**config.mk**
```make
export PLATFORM = sky130hd
export DESIGN_NAME = lra_append_ctrl
export DESIGN_NICKNAME = d
export VERILOG_FILES = /design/src/rtl/lra_pkg.sv /design/src/rtl/lra_len_table.sv /design/src/rtl/lra_addr_match.sv /design/src/rtl/lra_shift_buf.sv /design/src/rtl/lra_append_ctrl.sv
export SDC_FILE = /design/constraint.sdc
export NUM_CORES = 1
export LEC_CHECK = 0
export BUFFER_PORTS_ARGS = -buffer_cell sky130_fd_sc_hd__buf_2
export CELL_PAD_IN_SITES_DETAIL_PLACEMENT = 1
export CELL_PAD_IN_SITES_GLOBAL_PLACEMENT = 1
export CORE_AREA = 2 2 164 166
export DETAILED_ROUTE_END_ITERATION = 10
export DIE_AREA = 0 0 166 168
export PLACE_DENSITY_LB_ADDON = 0.1
export SLEW_MARGIN = 20
export SYNTH_ARGS = -nofsm -noshare
export SYNTH_HDL_FRONTEND = slang
export SYNTH_SLANG_ARGS = --single-unit
```
**constraint.sdc**
```tcl
create_clock -name clk -period 2.7 [get_ports clk]
set_clock_uncertainty 0.15 [all_clocks]
set_input_delay 0.27 -clock clk [delete_from_list [all_inputs] [get_ports clk]]
set_output_delay 0.27 -clock clk [all_outputs]
set_load 0.02 [all_outputs]
```
**src/rtl/lra_pkg.sv**
```systemverilog
`timescale 1ns/1ps
package lra_pkg;

    typedef enum logic [2:0] {
        EV_START = 3'd0,
        EV_ADDR  = 3'd1,
        EV_SUB   = 3'd2,
        EV_DATA  = 3'd3,
        EV_STOP  = 3'd4
    } ev_kind_e;

    typedef enum logic [2:0] {
        PH_IDLE = 3'd0,
        PH_ADDR = 3'd1,
        PH_SUB  = 3'd2,
        PH_DATA = 3'd3,
        PH_SKIP = 3'd4
    } phase_e;

    localparam logic [7:0] APPEND_SUB  = 8'hFE;
    localparam int         CHUNK_BYTES = 4;

endpackage

```
**src/rtl/lra_len_table.sv**
```systemverilog
`timescale 1ns/1ps
module lra_len_table #(
    parameter int                           NUM_RANGES  = 3,
    parameter int                           WORD_W      = 3,
    parameter logic [7:0]                   RANGE_MASK  = 8'hF0,
    parameter logic [NUM_RANGES*8-1:0]      RANGE_BASE  = 24'h60_50_40,
    parameter logic [NUM_RANGES*WORD_W-1:0] RANGE_WORDS = {3'd5, 3'd3, 3'd2}
) (
    input  logic [7:0]        sub_i,
    output logic [WORD_W-1:0] words_o
);

    logic [NUM_RANGES-1:0] hit;

    for (genvar g = 0; g < NUM_RANGES; g++) begin : g_range
        assign hit[g] = ((sub_i & RANGE_MASK) == RANGE_BASE[g*8 +: 8]);
    end

    // lowest-numbered matching range wins; unmatched subaddresses are one word
    always_comb begin
        words_o = WORD_W'(1);
        for (int i = NUM_RANGES - 1; i >= 0; i--) begin
            if (hit[i]) begin
                words_o = RANGE_WORDS[i*WORD_W +: WORD_W];
            end
        end
    end

endmodule

```
**src/rtl/lra_addr_match.sv**
```systemverilog
`timescale 1ns/1ps
module lra_addr_match #(
    parameter logic [6:0] DEV_ADDR = 7'h36
) (
    input  logic [7:0] addr_byte_i,
    output logic       hit_o,
    output logic       read_o
);

    assign hit_o  = (addr_byte_i[7:1] == DEV_ADDR);
    assign read_o = addr_byte_i[0];

endmodule

```
**src/rtl/lra_shift_buf.sv**
```systemverilog
`timescale 1ns/1ps
module lra_shift_buf #(
    parameter int BYTES = 20
) (
    input  logic             clk,
    input  logic             rst_n,
    input  logic             clr_i,
    input  logic             shift_i,
    input  logic [7:0]       byte_i,
    output logic [BYTES*8-1:0] data_o
);

    localparam int W = BYTES * 8;

    logic [W-1:0] data_d, data_q;

    always_comb begin
        data_d = data_q;
        if (clr_i) begin
            data_d = '0;
        end else if (shift_i) begin
            data_d = {data_q[W-9:0], byte_i};
        end
    end

    always_ff @(posedge clk or negedge rst_n) begin
        if (!rst_n) begin
            data_q <= '0;
        end else begin
            data_q <= data_d;
        end
    end

    assign data_o = data_q;

endmodule

```
**src/rtl/lra_append_ctrl.sv**
```systemverilog
`timescale 1ns/1ps
module lra_append_ctrl
    import lra_pkg::*;
#(
    parameter logic [6:0] DEV_ADDR   = 7'h36,
    parameter int         MAX_WORDS  = 5,
    parameter int         NUM_RANGES = 3,
    parameter logic [7:0] RANGE_MASK = 8'hF0,
    parameter logic [NUM_RANGES*8-1:0] RANGE_BASE = 24'h60_50_40,
    parameter logic [NUM_RANGES*$clog2(MAX_WORDS+1)-1:0] RANGE_WORDS = {3'd5, 3'd3, 3'd2}
) (
    input  logic                                  clk,
    input  logic                                  rst_n,
    input  logic                                  ev_valid,
    input  logic [2:0]                            ev_kind,
    input  logic [7:0]                            ev_byte,
    output logic                                  commit_valid,
    output logic [7:0]                            commit_sub,
    output logic [$clog2(MAX_WORDS+1)-1:0]        commit_words,
    output logic [MAX_WORDS*CHUNK_BYTES*8-1:0]    commit_data,
    output logic                                  flush_pulse
);

    localparam int WORD_W    = $clog2(MAX_WORDS + 1);
    localparam int MAX_BYTES = MAX_WORDS * CHUNK_BYTES;
    localparam int CNT_W     = 3;

    typedef struct packed {
        phase_e              phase;
        logic                open;    // at least one good chunk held, not complete
        logic                append;  // current chunk targets the append subaddress
        logic [7:0]          sub;
        logic [WORD_W-1:0]   words;   // register width in words
        logic [WORD_W-1:0]   fill;    // words already accepted
        logic [CNT_W-1:0]    cnt;     // bytes in current chunk, saturates at 5
        logic                commit;
        logic                flush;
    } ctl_t;

    ctl_t s_d, s_q;

    logic              addr_hit, addr_read;
    logic [WORD_W-1:0] lut_words;
    logic              buf_clr, buf_shift;
    logic [WORD_W-1:0] fill_inc;
    ev_kind_e          kind;

    assign kind     = ev_kind_e'(ev_kind);
    assign fill_inc = s_q.fill + WORD_W'(1);

    lra_addr_match #(
        .DEV_ADDR (DEV_ADDR)
    ) u_addr (
        .addr_byte_i (ev_byte),
        .hit_o       (addr_hit),
        .read_o      (addr_read)
    );

    lra_len_table #(
        .NUM_RANGES  (NUM_RANGES),
        .WORD_W      (WORD_W),
        .RANGE_MASK  (RANGE_MASK),
        .RANGE_BASE  (RANGE_BASE),
        .RANGE_WORDS (RANGE_WORDS)
    ) u_len (
        .sub_i   (ev_byte),
        .words_o (lut_words)
    );

    lra_shift_buf #(
        .BYTES (MAX_BYTES)
    ) u_buf (
        .clk     (clk),
        .rst_n   (rst_n),
        .clr_i   (buf_clr),
        .shift_i (buf_shift),
        .byte_i  (ev_byte),
        .data_o  (commit_data)
    );

    always_comb begin
        s_d        = s_q;
        s_d.commit = 1'b0;
        s_d.flush  = 1'b0;
        buf_clr    = 1'b0;
        buf_shift  = 1'b0;

        if (ev_valid) begin
            case (kind)
                EV_START, EV_STOP: begin
                    // a stop or repeated start closes the current chunk
                    if (s_q.phase == PH_DATA) begin
                        if (s_q.cnt == CNT_W'(CHUNK_BYTES)) begin
                            if (fill_inc == s_q.words) begin
                                s_d.commit = 1'b1;
                                s_d.open   = 1'b0;
                                s_d.fill   = '0;
                            end else begin
                                s_d.open   = 1'b1;
                                s_d.fill   = fill_inc;
                            end
                        end else if (s_q.cnt == '0 && !s_q.append) begin
                            s_d.open = 1'b0;
                        end else begin
                            s_d.flush = 1'b1;
                            s_d.open  = 1'b0;
                            s_d.fill  = '0;
                            buf_clr   = 1'b1;
                        end
                    end
                    s_d.phase = (kind == EV_START) ? PH_ADDR : PH_IDLE;
                end
                EV_ADDR: begin
                    if (s_q.phase == PH_ADDR) begin
                        if (!addr_hit) begin
                            s_d.phase = PH_SKIP;
                        end else if (addr_read) begin
                            if (s_q.open) begin
                                s_d.flush = 1'b1;
                                s_d.open  = 1'b0;
                                s_d.fill  = '0;
                                buf_clr   = 1'b1;
                            end
                            s_d.phase = PH_SKIP;
                        end else begin
                            s_d.phase = PH_SUB;
                        end
                    end
                end
                EV_SUB: begin
                    if (s_q.phase == PH_SUB) begin
                        s_d.cnt = '0;
                        if (ev_byte == APPEND_SUB) begin
                            if (s_q.open) begin
                                s_d.append = 1'b1;
                                s_d.phase  = PH_DATA;
                            end else begin
                                s_d.flush = 1'b1;
                                s_d.phase = PH_SKIP;
                            end
                        end else begin
                            s_d.flush  = s_q.open;
                            s_d.open   = 1'b0;
                            s_d.fill   = '0;
                            s_d.append = 1'b0;
                            s_d.sub    = ev_byte;
                            s_d.words  = lut_words;
                            s_d.phase  = PH_DATA;
                            buf_clr    = 1'b1;
                        end
                    end
                end
                EV_DATA: begin
                    if (s_q.phase == PH_DATA) begin
                        if (s_q.cnt < CNT_W'(CHUNK_BYTES)) begin
                            buf_shift = 1'b1;
                            s_d.cnt   = s_q.cnt + CNT_W'(1);
                        end else begin
                            s_d.cnt   = CNT_W'(CHUNK_BYTES + 1);
                        end
                    end
                end
                default: begin
                    s_d.phase = s_q.phase;
                end
            endcase
        end
    end

    always_ff @(posedge clk or negedge rst_n) begin
        if (!rst_n) begin
            s_q <= '0;
        end else begin
            s_q <= s_d;
        end
    end

    assign commit_valid = s_q.commit;
    assign commit_sub   = s_q.sub;
    assign commit_words = s_q.words;
    assign flush_pulse  = s_q.flush;

endmodule

```
==> summary.txt, run 1 <==
Timing
  – RSZ-0062 raised after global routing: no
  – Tmin final: 2.44 ns
  – Max-slew headroom: ~60%
  – Worst-Margin Slew: ~0.6 ns
  – Pins Over Slew Limit: 0
  – Final hold violations: 0
  – Maximum clock frequency: 0.411 GHz
  – Fin crit share: ~90%
  – Final Worst Setup Slack: ~0.26 ns
  – Sum Neg Setup Slack: 0 ns
  – Final setup fails: 0

Synth
  – Post-synthesis xor/xnor area fraction: less than 1%
  – Number of synthesized flops with an enable pin: 0
  – Syn Inst Count: 844
  – Synth Area in Adders: less than 1%
  – Sequential area share after synthesis: slightly below 60%
  – Compound-Gate Fraction of Synth Area: about an eighth
  – Flop and latch count out of synthesis: 184
  – Post-synth cell types: between 40 and 50
  – Asr flop ratio synth: 100%
  – Mapped Avg Cell Area: a little over 9 um2
  – Post-synthesis mux area share: under 10%
  – Syn nets: between 800 and 900
  – Fraction of the mapped netlist area in simple logic gates: between 10% and 20%
  – Synth Flop Type: dfrtp_1
  – Main combinational cell family by area after synthesis: simple AND/OR/NAND/NOR gates
  – Post-Syn Area: just under 8000 um2
  – Yosys warnings: 0

Place
  – Setup WS pre-CTS: approximately 0.26 ns
  – I/O Buffers: ~190
  – RePlAce Congestion: between 0.7 and 0.8
  – Post-DP HPWL: about 16 mm
  – Placed Cells: ~1300

Power and ir drop
  – Clk pwr share: roughly 46%
  – Comb pwr share: slightly above 3%
  – Switching Power: between 1 and 1.5 mW
  – Power per Cell Area: around 550 nW/um2
  – Internal power: 4.08 mW
  – Switch share: 24.6%
  – Seq pwr share: roughly 51%
  – Leak: a little under 5 nW
  – Worst IR Drop VDD: approximately 0.29 mV

Global route
  – Initial antenna violation count: 0
  – Largest net degree at the start of global routing: 76
  – GRT Overall Usage: 17.3%
  – Global route total overflow: 0
  – Vias in the first global route: between 6000 and 7000
  – First-pass GRT wire length: ~39 mm

Worst setup path
  – CP startpoint kind: flip-flop
  – Critical-path cell list: nand3b_1 -> a2111oi_0 -> a41oi_1 -> a21oi_4 -> buf_12 -> buf_12 -> a21oi_1
  – Crit Path Max Fanout: 32
  – CP Buf/Inv Count: 2
  – Worst EP required: 2.86 ns
  – CP endpoint kind: flip-flop
  – CP delay by family, top: compound AO/OA/AOI/OAI gates
  – Crit-path max cell delay: ~0.48 ns
  – Worst reg-to-reg path cell count: 7
  – Crit path depth: 7
  – Critical path's most frequent cell: buf_12
  – Reg2reg end: u_buf.data_o[136]
  – CP max-delay cell: a2111oi_0
  – Reg2reg setup slack: ~0.26 ns
  – Crit path arrival time: about 2.6 ns
  – Critical R2R Launch: s_q[23]
  – WS Path Type: flip-flop to flip-flop

Status
  – Status: complete, no violations

Clock network
  – CTS buffer count: 17
  – H-tree levels: 4
  – Max clock buf depth: 2
  – Post-CTS Setup Inserts: 0
  – CTS tree: yes
  – Clk slew on worst S/H paths: roughly 0.080 ns
  – Clk sink count: ~180
  – Root Buffer: clkbuf_16
  – Skew-Pair Late Insertion Delay: ~0.43 ns

Floorplan
  – Die width: roughly 170 um
  – Die height: 168 um
  – Row count: 60
  – Die ar.: about 28000 um2
  – Initial core utilization: about 30%
  – Core ar.: approximately 26000 um2
  – Io pins: 187

Routing
  – DRT iter0 DRCs: between 300 and 400
  – Routed WL per cell: 17.5 um
  – TritonRoute pass-1 iters: 4
  – Post-route ant nets: 0
  – Total Wirelength: 23.8 mm
  – Drt drc: 0
  – Vias per cell: about 4.8
  – Via count: 6516

Cells and area
  – Area Growth Syn to Fin: 26.1%
  – Fin util: a little under two fifths
  – Fillcell total: 3082
  – Layout cells sized above 1: about a quarter
  – Net count, final: approximately 1000
  – Fin cells: between 1000 and 1500
  – N_diodes: 0

Run
  – Max_cap viols: 0

Worst hold path
  – Hold WC Path Type: input port to flip-flop
  – Worst Min Path Start: ev_kind[0]
  – Worst Hold Path EP: s_q[2]
  – Hold depth: 3
placed cells by master (no fill, tap or decap), types with 3 or more instances in the layout:
cell and n:
a21oi_1 167, and3_1 3, buf_12 12, buf_2 185
buf_4 10, clkbuf_16 17, clkbuf_8 3, clkinvlp_4 3
dfrtp_1 184, dlygate4sd3_1 10, ha_1 5, inv_1 8
inv_6 4, mux2_2 13, nand2_1 325, nand3_1 4
nor2_1 8, nor2b_1 4, nor3_1 4, o21ai_0 5
area by class of cell:
type                            count  area [um2]  share of cell area, %
Clock buffer                       19         453                   4.62
Tap cell                          341         427                   4.35
Inverter                            8        30.0                  0.306
Multi-Input combinational cell    584        2820                   28.8
Timing Repair Buffer              218        1360                   13.8
Sequential cell                   184        4600                   46.9
Clock inverter                     12         115                   1.17
tightest hold or removal path: stages:
cell	delay, ns
buf_2	0.21
o21ai_0	0.11
mux2i_1	0.07
synthesized netlist by cell type, types with 3 or more instances:
| cell type | count | share of area (%) |
|---|---|---|
| inv_1 | 8 | 0.39 |
| mux2_2 | 13 | 1.9 |
| nor2_1 | 8 | 0.39 |
| nor2b_1 | 4 | 0.32 |
| ha_1 | 5 | 0.80 |
| o21ai_0 | 5 | 0.32 |
| buf_4 | 14 | 1.4 |
| a21oi_1 | 167 | 11 |
| dfrtp_1 | 184 | 59 |
| clkbuf_1 | 28 | 1.4 |
| nand2_1 | 325 | 16 |
| nor3_2 | 3 | 0.39 |
| and3_1 | 3 | 0.24 |
| buf_2 | 23 | 1.5 |
| nor3_1 | 4 | 0.26 |
| buf_1 | 3 | 0.14 |
| nand3_1 | 4 | 0.26 |
sequential cells by signal, summed over array words and instances (netlist names):
| register | cells |
|---|---|
| u_buf.data_o | 160 |
| commit_sub | 8 |
| commit_valid | 1 |
| commit_words | 3 |
| flush_pulse | 1 |
| s_q | 11 |
how the worst max path moves through the flow:
stage | end | slack, ns | from
2_1_floorplan | s_q[7] | 0.52 | s_q[5]
3_3_place_gp | s_q[7] | 0.31 | s_q[5]
3_5_place_dp | u_buf.data_o[81] | 0.26 | s_q[23]
4_1_cts | u_buf.data_o[81] | 0.23 | s_q[23]
5_1_grt | u_buf.data_o[136] | 0.02 | s_q[23]
6_report | u_buf.data_o[136] | 0.26 | s_q[23]
cells by family after synthesis:
family | Yosys count
AOI/OAI and AO/OA | 189
xor gates and xnor gates | 5
adders and majority gates | 5
buffers and inverters | 76
DFF | 184
muxes | 15
and+or+nand+nor | 370
through the flow:
stage	instance area, um2	hold slack, ns	power [mW]
6_report	9810	0.136	5.41
5_1_grt	9810	0.163	5.63
4_1_cts	9810	0.110	5.51
3_5_place_dp	9140	0.180	2.99
3_3_place_gp	9140	0.187	2.99
2_1_floorplan	7780	-0.176	2.89
metal layers:
layer / track usage, % / part of all wire [%]
met1: 23.0 / 46
met2: 28.2 / 48
met3: 4.96 / 5.3
met4: 3.86 / 0.86
met5: 0 / 0
power groups by stage:
| stage | clock (mW) | sequential [mW] | combinational (mW) |
|---|---|---|---|
| after floorplan | 0 | 2.83 | 0.0554 |
| after global placement | 0 | 2.83 | 0.162 |
| after detailed placement | 0 | 2.83 | 0.161 |
| after CTS | 2.56 | 2.78 | 0.172 |
| after global routing | 2.66 | 2.78 | 0.190 |
| final | 2.47 | 2.78 | 0.166 |
timing repair:
| action | in CTS | in global routing |
|---|---|---|
| hold buffers | 10 | 0 |
| hold endpoints to repair | 77 | 0 |
| gates resized for setup | 0 | 0 |
Power figures use the tool's default switching activity.
==> run 2, diff against run 1 <==
BUFFER_PORTS_ARGS = -buffer_cell sky130_fd_sc_hd__buf_4   (was -buffer_cell sky130_fd_sc_hd__buf_2)
==> run 2 against run 1 <==
Net effect: via count decreased by 0.21%; wire length rose by 0.84%; global-route usage hardly changed; design area up 5.1%; register-to-register slack is essentially flat; total power up 2.4%; setup slack worse by 0.0089 ns.
==> summary.txt, run 2 (synthesis gave the netlist of run 1 again) <==
Cells and area
  – Most frequent cells in the layout: nand2_1, buf_4, dfrtp_1 (was nand2_1, buf_2, dfrtp_1)
  – Most common cell after layout, fill and taps aside: nand2_1 (unchanged)
  – Max FFs per register: 160 (unchanged)
  – Final Instance Area: 10300 um2 (was 9810 um2)
  – Fillcell total: 3055 (was 3082)
  – Net count, final: 1033 (was 1032)
  – Fin util: 39.1% (was 37.2%)
  – Layout cells sized above 1: 25.8% (was 25.7%)
  – Area Growth Syn to Fin: 32.5% (was 26.1%)
  – N_diodes: 0 (unchanged)

Clock network
  – Root Buffer: clkbuf_16 (unchanged)
  – Post-CTS Resized: 0 (unchanged)
  – Skew-Pair Late Insertion Delay: 0.44 ns (was 0.43 ns)
  – Clk sink count: 184 (unchanged)
  – H-tree levels: 4 (unchanged)
  – Clk slew on worst S/H paths: 0.08 ns (about the same)
  – CTS buffer count: 17 (unchanged)
  – CTS tree: yes (unchanged)
  – Max clock buf depth: 2 (unchanged)

Timing
  – Max-slew headroom: 64.5% (was 60.3%)
  – RSZ-0062 raised after global routing: no (unchanged)
  – Tmin final: 2.44 ns (about the same)
  – Worst-Margin Slew: 0.528 ns (was 0.595 ns)
  – Final hold violations: 0 (unchanged)
  – Sum Neg Setup Slack: 0 ns (unchanged)
  – Pins Over Slew Limit: 0 (unchanged)
  – Maximum clock frequency: 0.409 GHz (was 0.411 GHz)
  – Fin crit share: 90.5% (was 90.2%)
  – Final setup fails: 0 (unchanged)

Floorplan
  – Die width: 166 um (unchanged)
  – Die height: 168 um (unchanged)
  – Row count: 60 (unchanged)
  – Initial core utilization: 29.5% (unchanged)
  – Io pins: 187 (unchanged)
  – Core ar.: 26400 um2 (unchanged)
  – Die ar.: 27900 um2 (unchanged)

Run
  – Max_cap viols: 0 (unchanged)

Worst setup path
  – CP endpoint kind: flip-flop (unchanged)
  – Critical path's most frequent cell: nor3_1 (was buf_12)
  – Worst reg-to-reg path cell count: 6 (was 7)
  – Crit Path Max Fanout: 4 (was 32)
  – CP max-delay cell: dfrtp_1 (was a2111oi_0)
  – Critical R2R Launch: s_q[5] (was s_q[23])
  – Critical-path cell list: ha_1 -> xor3_1 -> nor3_1 -> nor3_1 -> or4_1 -> a32o_1 (was nand3b_1 -> a2111oi_0 -> a41oi_1 -> a21oi_4 -> buf_12 -> buf_12 -> a21oi_1)
  – Crit-path max cell delay: 0.43 ns (was 0.48 ns)
  – CP startpoint kind: flip-flop (unchanged)
  – Setup crit start: s_q[5] (was s_q[23])
  – Crit path arrival time: 2.63 ns (was 2.59 ns)
  – WS Path Type: flip-flop to flip-flop (unchanged)
  – Reg2reg end: s_q[7] (was u_buf.data_o[136])
  – Reg2reg setup slack: 0.26 ns (about the same)
  – Worst EP required: 2.88 ns (was 2.86 ns)

Global route
  – GRT Overall Usage: 17.3% (about the same)
  – Initial antenna violation count: 0 (unchanged)
  – Largest net degree at the start of global routing: 68 (was 76)
  – Global route total overflow: 0 (unchanged)
  – Vias in the first global route: 6668 (was 6879)
  – First-pass GRT wire length: 38.7 mm (about the same)

Power and ir drop
  – Seq pwr share: 50.1% (was 51.3%)
  – Total power: 5.54 mW (was 5.41 mW)
  – Power per Cell Area: 538 nW/um2 (was 551 nW/um2)
  – Switching Power: 1.41 mW (was 1.33 mW)
  – Clk pwr share: 46.7% (was 45.6%)
  – Switch share: 25.5% (was 24.6%)
  – Worst IR Drop VDD: 0.263 mV (was 0.291 mV)
  – Leak: 4.87 nW (was 4.86 nW)
  – Internal power: 4.13 mW (was 4.08 mW)
  – Comb pwr share: 3.2% (was 3.1%)

Place
  – Post-DP HPWL: 15.9 mm (was 16.0 mm)
  – RePlAce Congestion: 0.741 (was 0.729)
  – DP Area: 9600 um2 (was 9140 um2)
  – I/O Buffers: 186 (unchanged)

Routing
  – Post-route ant nets: 0 (unchanged)
  – DRT iter0 DRCs: 435 (was 303)
  – Total Wirelength: 24.0 mm (was 23.8 mm)
  – Vias per cell: 4.75 (was 4.77)
  – TritonRoute pass-1 iters: 4 (unchanged)
  – Routed WL per cell: 17.6 um (was 17.5 um)
  – Via count: 6502 (was 6516)
  – Drt drc: 0 (unchanged)

Worst hold path
  – Hold depth: 4 (was 3)
  – Hold WC Path Type: input port to flip-flop (unchanged)
  – Worst Hold Path EP: commit_valid (was s_q[2])
  – Worst Min Path Start: ev_kind[1] (was ev_kind[0])

Status
  – Status: complete, no violations (unchanged)
[run 2: metrics by stage]
step	setup slack (ns)	hold slack [ns]	instances
2_1_floorplan	0.521	-0.176	844
3_3_place_gp	0.248	0.132	1326
3_5_place_dp	0.250	0.136	1326
4_1_cts	0.230	0.0412	1368
5_1_grt	0.0134	0.0749	1368
6_report	0.256	0.0604	1368
[run 2: cell type report]
class                           count  area, um2  share of cell area, %
Timing Repair Buffer              219       1810                   17.6
Clock buffer                       19        453                   4.40
Tap cell                          341        427                   4.14
Multi-Input combinational cell    584       2820                   27.4
Sequential cell                   184       4600                   44.7
Inverter                            8       30.0                  0.291
Clock inverter                     13        153                   1.48
[run 2: worst max path at each step]
stage / to / slack (ns) / depth (start not counted)
floorplan: s_q[7] / 0.52 / 6
global placement: s_q[7] / 0.25 / 6
detailed placement: s_q[7] / 0.25 / 6
CTS: u_buf.data_o[58] / 0.23 / 6
global route: u_buf.data_o[51] / 0.01 / 7
finish: s_q[7] / 0.26 / 6
[run 2: power by group through the flow]
stage | Combinational (mW) | Clock, mW | Sequential [mW]
2_1_floorplan | 0.0554 | 0 | 2.83
3_3_place_gp | 0.172 | 0 | 2.83
3_5_place_dp | 0.172 | 0 | 2.83
4_1_cts | 0.184 | 2.68 | 2.77
5_1_grt | 0.201 | 2.78 | 2.78
6_report | 0.176 | 2.59 | 2.77
[run 2: worst max-delay path: cells and delay by family, from the launching register on]
family,cells,cell delay [ns]
xor+xnor,1,0.35
simple gates,3,0.94
compound gates,1,0.22
flops,1,0.43
fa+ha+maj,1,0.26
[run 2: per-layer routing]
metal	global-route usage (%)	up-vias	wire length (um)
met1	23.6	3253	11200
met2	27.6	129	11500
met3	4.77	13	1200
met5	0	-	0
li1	-	3107	-
met4	3.74	0	165
[run 2: timing repair]
item / 4_1_cts / 5_1_grt
setup buffers: 0 / 0
endpoints found under the hold margin: 70 / 0
hold buffers: 10 / 0
